--- src/rtl/nvm_unlock_pkg.sv ---
package nvm_unlock_pkg;

   typedef enum logic [1:0] {
      KT_IDLE  = 2'd0,
      KT_HALF  = 2'd1,
      KT_ARMED = 2'd2
   } key_state_t;

   // operation codes understood by the engine
   localparam int OP_ROW_ERASE   = 0;
   localparam int OP_LATCH_LOAD  = 1;
   localparam int OP_LATCH_PROG  = 2;
   localparam int OP_LATCH_UID   = 3;
   localparam int OP_DATA_EE     = 4;
   localparam int NUM_OPS        = 5;

endpackage

--- src/rtl/nvm_key_tracker.sv ---
module nvm_key_tracker
   import nvm_unlock_pkg::*;
#(
   parameter int DATA_W = 8,
   parameter logic [DATA_W-1:0] KEY_A = 8'h55,
   parameter logic [DATA_W-1:0] KEY_B = 8'hAA
) (
   input  logic              clk,
   input  logic              rst,
   input  logic              key_wr,
   input  logic              other_wr,
   input  logic [DATA_W-1:0] wdata,
   input  logic              abort,
   input  logic              hold,
   output logic              armed
);

   key_state_t st_q, st_d;

   always_comb begin
      st_d = st_q;
      if (hold || abort) begin
         st_d = KT_IDLE;
      end else if (key_wr) begin
         if (wdata == KEY_A)
            st_d = KT_HALF;
         else if (st_q == KT_HALF && wdata == KEY_B)
            st_d = KT_ARMED;
         else
            st_d = KT_IDLE;
      end else if (other_wr) begin
         st_d = KT_IDLE;
      end
   end

   always_ff @(posedge clk) begin
      if (rst) st_q <= KT_IDLE;
      else     st_q <= st_d;
   end

   assign armed = (st_q == KT_ARMED);

endmodule

--- src/rtl/nvm_ctrl_regs.sv ---
module nvm_ctrl_regs #(
   parameter int OP_W    = 3,
   parameter int NUM_OPS = 5
) (
   input  logic            clk,
   input  logic            rst,
   input  logic            ctrl_wr,
   input  logic            wr_wren,
   input  logic            wr_start,
   input  logic [OP_W-1:0] wr_op,
   input  logic            armed,
   input  logic            abort,
   output logic            accept,
   output logic            wren,
   output logic [OP_W-1:0] op,
   output logic            err
);

   localparam logic [OP_W-1:0] OP_LIMIT = OP_W'(NUM_OPS);

   logic op_ok;
   logic start_req;

   assign op_ok     = (wr_op < OP_LIMIT);
   assign start_req = ctrl_wr && wr_start;
   assign accept    = start_req && armed && !abort && wren && op_ok;

   always_ff @(posedge clk) begin
      if (rst) begin
         wren <= 1'b0;
         op   <= '0;
         err  <= 1'b0;
      end else if (ctrl_wr) begin
         wren <= wr_wren;
         op   <= wr_op;
         err  <= start_req && !accept;
      end
   end

endmodule

--- src/rtl/nvm_op_seq.sv ---
module nvm_op_seq #(
   parameter int OP_W = 3
) (
   input  logic            clk,
   input  logic            rst,
   input  logic            accept,
   input  logic [OP_W-1:0] op_in,
   input  logic            done,
   output logic            busy,
   output logic            start_pulse,
   output logic [OP_W-1:0] op_out
);

   always_ff @(posedge clk) begin
      if (rst) begin
         busy        <= 1'b0;
         start_pulse <= 1'b0;
         op_out      <= '0;
      end else begin
         start_pulse <= accept && !busy;
         if (busy) begin
            if (done) busy <= 1'b0;
         end else if (accept) begin
            busy   <= 1'b1;
            op_out <= op_in;
         end
      end
   end

endmodule

--- src/rtl/nvm_unlock_ctrl.sv ---
module nvm_unlock_ctrl #(
   parameter int ADDR_W    = 4,
   parameter int DATA_W    = 8,
   parameter int OP_W      = 3,
   parameter logic [ADDR_W-1:0] CTRL_ADDR = 4'h0,
   parameter logic [ADDR_W-1:0] KEY_ADDR  = 4'h1,
   parameter logic [DATA_W-1:0] KEY_A     = 8'h55,
   parameter logic [DATA_W-1:0] KEY_B     = 8'hAA,
   parameter int WREN_BIT  = 0,
   parameter int START_BIT = 1,
   parameter int ERR_BIT   = 2,
   parameter int OP_LSB    = 4,
   parameter bit IRQ_ABORT = 1'b1
) (
   input  logic              clk,
   input  logic              rst,
   input  logic              bus_we,
   input  logic [ADDR_W-1:0] bus_addr,
   input  logic [DATA_W-1:0] bus_wdata,
   input  logic              irq_taken,
   input  logic              eng_done,
   output logic              eng_start,
   output logic [OP_W-1:0]   eng_op,
   output logic              stall,
   output logic [DATA_W-1:0] ctrl_rdata
);

   localparam int OP_MSB = OP_LSB + OP_W - 1;

   generate
      if (OP_MSB >= DATA_W) begin : g_bad_op_field
         $error("operation field does not fit the data width");
      end
      if (CTRL_ADDR == KEY_ADDR) begin : g_bad_addr
         $error("control and key registers share an address");
      end
      if ((1 << OP_W) < nvm_unlock_pkg::NUM_OPS) begin : g_bad_op_w
         $error("operation field too narrow");
      end
   endgenerate

   logic abort;
   logic armed;
   logic busy;
   logic accept;
   logic wren;
   logic err;
   logic [OP_W-1:0] op;
   logic key_wr, ctrl_wr, other_wr;

   generate
      if (IRQ_ABORT) begin : g_irq_abort
         assign abort = irq_taken;
      end else begin : g_irq_ignore
         assign abort = 1'b0;
      end
   endgenerate

   assign key_wr   = bus_we && !busy && (bus_addr == KEY_ADDR);
   assign ctrl_wr  = bus_we && !busy && (bus_addr == CTRL_ADDR);
   assign other_wr = bus_we && !busy && (bus_addr != KEY_ADDR);

   nvm_key_tracker #(
      .DATA_W (DATA_W),
      .KEY_A  (KEY_A),
      .KEY_B  (KEY_B)
   ) i_tracker (
      .clk      (clk),
      .rst      (rst),
      .key_wr   (key_wr),
      .other_wr (other_wr),
      .wdata    (bus_wdata),
      .abort    (abort),
      .hold     (busy),
      .armed    (armed)
   );

   nvm_ctrl_regs #(
      .OP_W    (OP_W),
      .NUM_OPS (nvm_unlock_pkg::NUM_OPS)
   ) i_regs (
      .clk      (clk),
      .rst      (rst),
      .ctrl_wr  (ctrl_wr),
      .wr_wren  (bus_wdata[WREN_BIT]),
      .wr_start (bus_wdata[START_BIT]),
      .wr_op    (bus_wdata[OP_MSB:OP_LSB]),
      .armed    (armed),
      .abort    (abort),
      .accept   (accept),
      .wren     (wren),
      .op       (op),
      .err      (err)
   );

   nvm_op_seq #(
      .OP_W (OP_W)
   ) i_seq (
      .clk         (clk),
      .rst         (rst),
      .accept      (accept),
      .op_in       (bus_wdata[OP_MSB:OP_LSB]),
      .done        (eng_done),
      .busy        (busy),
      .start_pulse (eng_start),
      .op_out      (eng_op)
   );

   assign stall = busy;

   always_comb begin
      ctrl_rdata                  = '0;
      ctrl_rdata[WREN_BIT]        = wren;
      ctrl_rdata[START_BIT]       = busy;
      ctrl_rdata[ERR_BIT]         = err;
      ctrl_rdata[OP_MSB:OP_LSB]   = op;
   end

endmodule

--- config.mk ---
export PLATFORM = sky130hd
export DESIGN_NAME = nvm_unlock_ctrl
export DESIGN_NICKNAME = d
export VERILOG_FILES = /design/src/rtl/nvm_unlock_pkg.sv /design/src/rtl/nvm_key_tracker.sv /design/src/rtl/nvm_ctrl_regs.sv /design/src/rtl/nvm_op_seq.sv /design/src/rtl/nvm_unlock_ctrl.sv
export SDC_FILE = /design/constraint.sdc
export NUM_CORES = 1
export LEC_CHECK = 0
export BUFFER_PORTS_ARGS = -buffer_cell sky130_fd_sc_hd__buf_2
export CAP_MARGIN = 20
export CELL_PAD_IN_SITES_DETAIL_PLACEMENT = 0
export CELL_PAD_IN_SITES_GLOBAL_PLACEMENT = 2
export CORE_MARGIN = 2
export CORE_UTILIZATION = 22
export CTS_CLUSTER_SIZE = 28
export DETAILED_ROUTE_END_ITERATION = 8
export MAX_ROUTING_LAYER = met4
export PLACE_DENSITY = 0.68
export SKIP_CTS_REPAIR_TIMING = 1
export SYNTH_ARGS = -nofsm -noshare
export SYNTH_HDL_FRONTEND = slang
export SYNTH_SLANG_ARGS = --single-unit
--- constraint.sdc ---
create_clock -name clk -period 1.2 [get_ports clk]
set_clock_uncertainty 0.15 [all_clocks]
set_input_delay 0.06 -clock clk [delete_from_list [all_inputs] [get_ports clk]]
set_output_delay 0.06 -clock clk [all_outputs]
set_load 0.005 [all_outputs]
==> run metrics <==
Final Routed Wirelength approximately 1800 um; min cycle time layout ~1.3 ns; number of distinct library cell variants in the gate-level netlist after synthesis 26; final setup violation count 7; Max Freq slightly below 800 MHz; buffers from clock root to sink, at most 2; worst min-delay path endpoint i_tracker.st_q[1]$_SDFFE_PP0P_; TritonCTS clock tree yes; Cell Area, Synth approximately 630 um^2; RD Place Congestion around 0.79; H-tree Lvls 1; Fillers 279; # port buffers 27; routed length per instance between 10 and 15 um; area used by sequential logic in the layout approximately 240 um^2; leak pwr 0.468 nW; fraction of layout cells with a size suffix above 1 0.479; dominant cell type by area after synthesis sky130_fd_sc_hd__dfxtp_1; count of state elements after synthesis 12; slowest stage cell on the critical path sky130_fd_sc_hd__and4bb_2; critical register-to-register path startpoint i_tracker.st_q[0]$_SDFFE_PP0P_; power density over the cells between 800 and 900 nW/um^2; Post-Syn Area per Cell about 9.0 um^2; drc violations 0; area fraction of the dominant cell type after synthesis 0.380; via count around 680; clock transition at the register clock pins on the worst setup and hold paths after CTS 0.08 ns; effective utilization at floorplan 0.231; leading post-synthesis cells by cell area sky130_fd_sc_hd__dfxtp_1 (38%), sky130_fd_sc_hd__buf_4 (5.9%), sky130_fd_sc_hd__nand3_1 (5.5%); router iterations before antenna repair 3; final setup slack of the worst path -0.0833 ns; number of vias per cell after detailed routing around 4.5; startpoint type of the worst setup path flop; vias in the first global route slightly above 600; overall die area approximately 3300 um^2; sequential fraction of the synthesis area 0.380; max-slew violation count 0; min-delay src irq_taken; logic depth of the worst register-to-register path 4; worst-case register-to-register setup slack -0.08 ns; largest incremental delay on the critical path between 0.3 and 0.4 ns; clock tree root driver cell sky130_fd_sc_hd__clkbuf_4; GR Util All Layers 0.114; instance count of the mapped netlist 70; worst setup path category flop to flop; YS warnings 0; total CTS buffers 3; Layout area overhead 61.4%; Worst path depth 4; CP required approximately 1.2 ns; clk_lat worst skew 0.27 ns; I/O Pins 30; die height 57.6 um; hold violation total from the final report 2; Core ar. 2730 um^2; width of the chip ~58 um; worst min-delay path class input pin to flop; final global-route overflow total 0; violations in the final reports negative hold slack, negative setup slack; arrival time at the worst endpoint 1.31 ns; total number of nets in the final design approximately 140; fin crit share 1.07; violation count after the first detailed-route iteration 12; # Max-Cap Violations 0; Design Power slightly below 0.9 mW; worst reg2reg path endpoint i_seq.op_out[1]$_SDFFE_PP0P_; maximum fanout along the worst path 5; cell class contributing the biggest share of worst-path delay simple AND/OR/NAND/NOR gates; wire length of the first global-routing pass between 2000 and 3000 um; largest net degree at the start of global routing 11; RSZ-0062 raised after global routing true; ANT nets after route 0; DPL Wire Length 1300 um; row count 19; Worst Setup End Kind flop; crit path buf inv count 1; area taken by multi-input logic gates ~360 um^2; Diodes inserted 0; number of sinks driven by the clock tree 12; number of antenna violations at the first check in global routing 0; Hold Path Stages 4; worst hold slack after final layout -0.0386 ns; status finished, violations left; cell chain of the critical path and4bb_2, nand4_1, buf_6, mux2i_1; worst ir drop on vdd 0.000406 V
==> how the worst max path moves through the flow <==
stage	startpoint	endpoint	slack, ns
after floorplan	i_tracker.st_q[0]$_SDFFE_PP0P_	i_seq.op_out[0]$_SDFFE_PP0P_	-0.07
after global placement	bus_addr[1]	i_regs.err$_SDFFE_PP0N_	-0.19
after detailed placement	bus_addr[1]	i_regs.err$_SDFFE_PP0N_	-0.20
after CTS	i_tracker.st_q[0]$_SDFFE_PP0P_	i_seq.op_out[1]$_SDFFE_PP0P_	-0.09
after global routing	i_tracker.st_q[0]$_SDFFE_PP0P_	i_seq.op_out[0]$_SDFFE_PP0P_	-0.15
final	i_tracker.st_q[0]$_SDFFE_PP0P_	i_seq.op_out[1]$_SDFFE_PP0P_	-0.08
==> logic make-up after synthesis <==
logic type      count (synthesis)  synth area share
flops                          12             0.380
simple gates                   33             0.327
other cells                     1           0.00593
buf+inv                         7            0.0832
mux                             3            0.0475
compound gates                 14             0.156
==> state kept, by name, indices dropped and copies added, names as in the netlist <==
signal	flops
i_regs.err	1
i_regs.op	3
i_regs.wren	1
i_seq.busy	1
i_seq.op_out	3
i_seq.start_pulse	1
i_tracker.st_q	2
==> layout by cell type, fill, tap and decap left out <==
cell                            instances
sky130_fd_sc_hd__a21oi_1                5
sky130_fd_sc_hd__mux2i_1                3
sky130_fd_sc_hd__dlygate4sd3_1          9
sky130_fd_sc_hd__a2111oi_4              1
sky130_fd_sc_hd__nand2_1                9
sky130_fd_sc_hd__o21ai_1                1
sky130_fd_sc_hd__nor3b_2                1
sky130_fd_sc_hd__clkbuf_4               3
sky130_fd_sc_hd__nor3_1                 1
sky130_fd_sc_hd__nor4b_2                1
sky130_fd_sc_hd__and4bb_2               1
sky130_fd_sc_hd__nor4b_4                1
sky130_fd_sc_hd__nand3_1                7
sky130_fd_sc_hd__nor2_2                 1
sky130_fd_sc_hd__a31o_1                 1
sky130_fd_sc_hd__buf_6                  1
sky130_fd_sc_hd__nand4_1                2
sky130_fd_sc_hd__buf_2                 27
sky130_fd_sc_hd__nor4_1                 1
sky130_fd_sc_hd__inv_1                  1
sky130_fd_sc_hd__nor2_1                 2
sky130_fd_sc_hd__or2_4                  1
sky130_fd_sc_hd__or2b_2                 1
sky130_fd_sc_hd__or4b_4                 1
sky130_fd_sc_hd__dfxtp_1               10
sky130_fd_sc_hd__buf_4                 13
sky130_fd_sc_hd__conb_1                 2
sky130_fd_sc_hd__nor4bb_1               1
sky130_fd_sc_hd__o31ai_1                1
sky130_fd_sc_hd__dfxtp_2                2
sky130_fd_sc_hd__clkbuf_8               1
sky130_fd_sc_hd__nand2b_1               1
sky130_fd_sc_hd__o21ai_0                5
sky130_fd_sc_hd__nor3_2                 1
==> Yosys cell counts <==
cell type and count:
sky130_fd_sc_hd__dfxtp_1 12, sky130_fd_sc_hd__nand2_1 9, sky130_fd_sc_hd__nand3_1 7, sky130_fd_sc_hd__o21ai_0 6, sky130_fd_sc_hd__a21oi_1 5, sky130_fd_sc_hd__buf_4 5, sky130_fd_sc_hd__mux2i_1 3, sky130_fd_sc_hd__nor2_1 3
sky130_fd_sc_hd__nand4_1 2, sky130_fd_sc_hd__nor3_1 2, sky130_fd_sc_hd__a2111oi_4 1, sky130_fd_sc_hd__a31o_1 1, sky130_fd_sc_hd__and4bb_2 1, sky130_fd_sc_hd__buf_6 1, sky130_fd_sc_hd__conb_1 1, sky130_fd_sc_hd__inv_1 1
sky130_fd_sc_hd__nand2b_1 1, sky130_fd_sc_hd__nor3b_1 1, sky130_fd_sc_hd__nor4_1 1, sky130_fd_sc_hd__nor4b_1 1, sky130_fd_sc_hd__nor4b_4 1, sky130_fd_sc_hd__nor4bb_1 1, sky130_fd_sc_hd__o31ai_1 1, sky130_fd_sc_hd__or2_2 1
sky130_fd_sc_hd__or2b_2 1, sky130_fd_sc_hd__or4b_4 1
==> through the flow <==
stage | TNS [ns] | std cells | util | cell area (um^2) | worst slack (ns)
after floorplan | -0.340 | 71 | - | 638 | -0.0728
after global placement | -1.29 | 137 | 0.318 | 868 | -0.189
after detailed placement | -1.38 | 137 | 0.318 | 868 | -0.204
after CTS | -0.497 | 141 | 0.331 | 905 | -0.0895
after global routing | -1.00 | 150 | 0.373 | 1020 | -0.155
final | -0.423 | 150 | 0.373 | 1020 | -0.0833
==> final cells by class <==
cell class                 instances  share of cell area
multi-input combinational         52               0.357
clock buffer                       4              0.0356
inverter                           1             0.00368
tap                               31              0.0380
timing repair buffer              50               0.328
sequential                        12               0.238
==> routing by layer <==
metal / track usage / share of wire / vias to the layer above
met5: - / 0 / -
met4: 0.0498 / 0.0082 / 0
met3: 0.0159 / 0.039 / 2
met2: 0.167 / 0.46 / 15
met1: 0.156 / 0.49 / 315
li1: - / - / 345
==> worst min-delay path: stages <==
cell                      delay, ns
sky130_fd_sc_hd__buf_2         0.10
sky130_fd_sc_hd__nor4_1        0.07
sky130_fd_sc_hd__nand2_1       0.06
sky130_fd_sc_hd__o31ai_1       0.05
==> where the power goes <==
| group | internal, mW | switching (mW) | total [mW] |
|---|---|---|---|
| clock | 0.184 | 0.150 | 0.334 |
| combinational | 0.0784 | 0.0648 | 0.143 |
| sequential | 0.400 | 0.00102 | 0.401 |
Power figures use the tool's default switching activity.
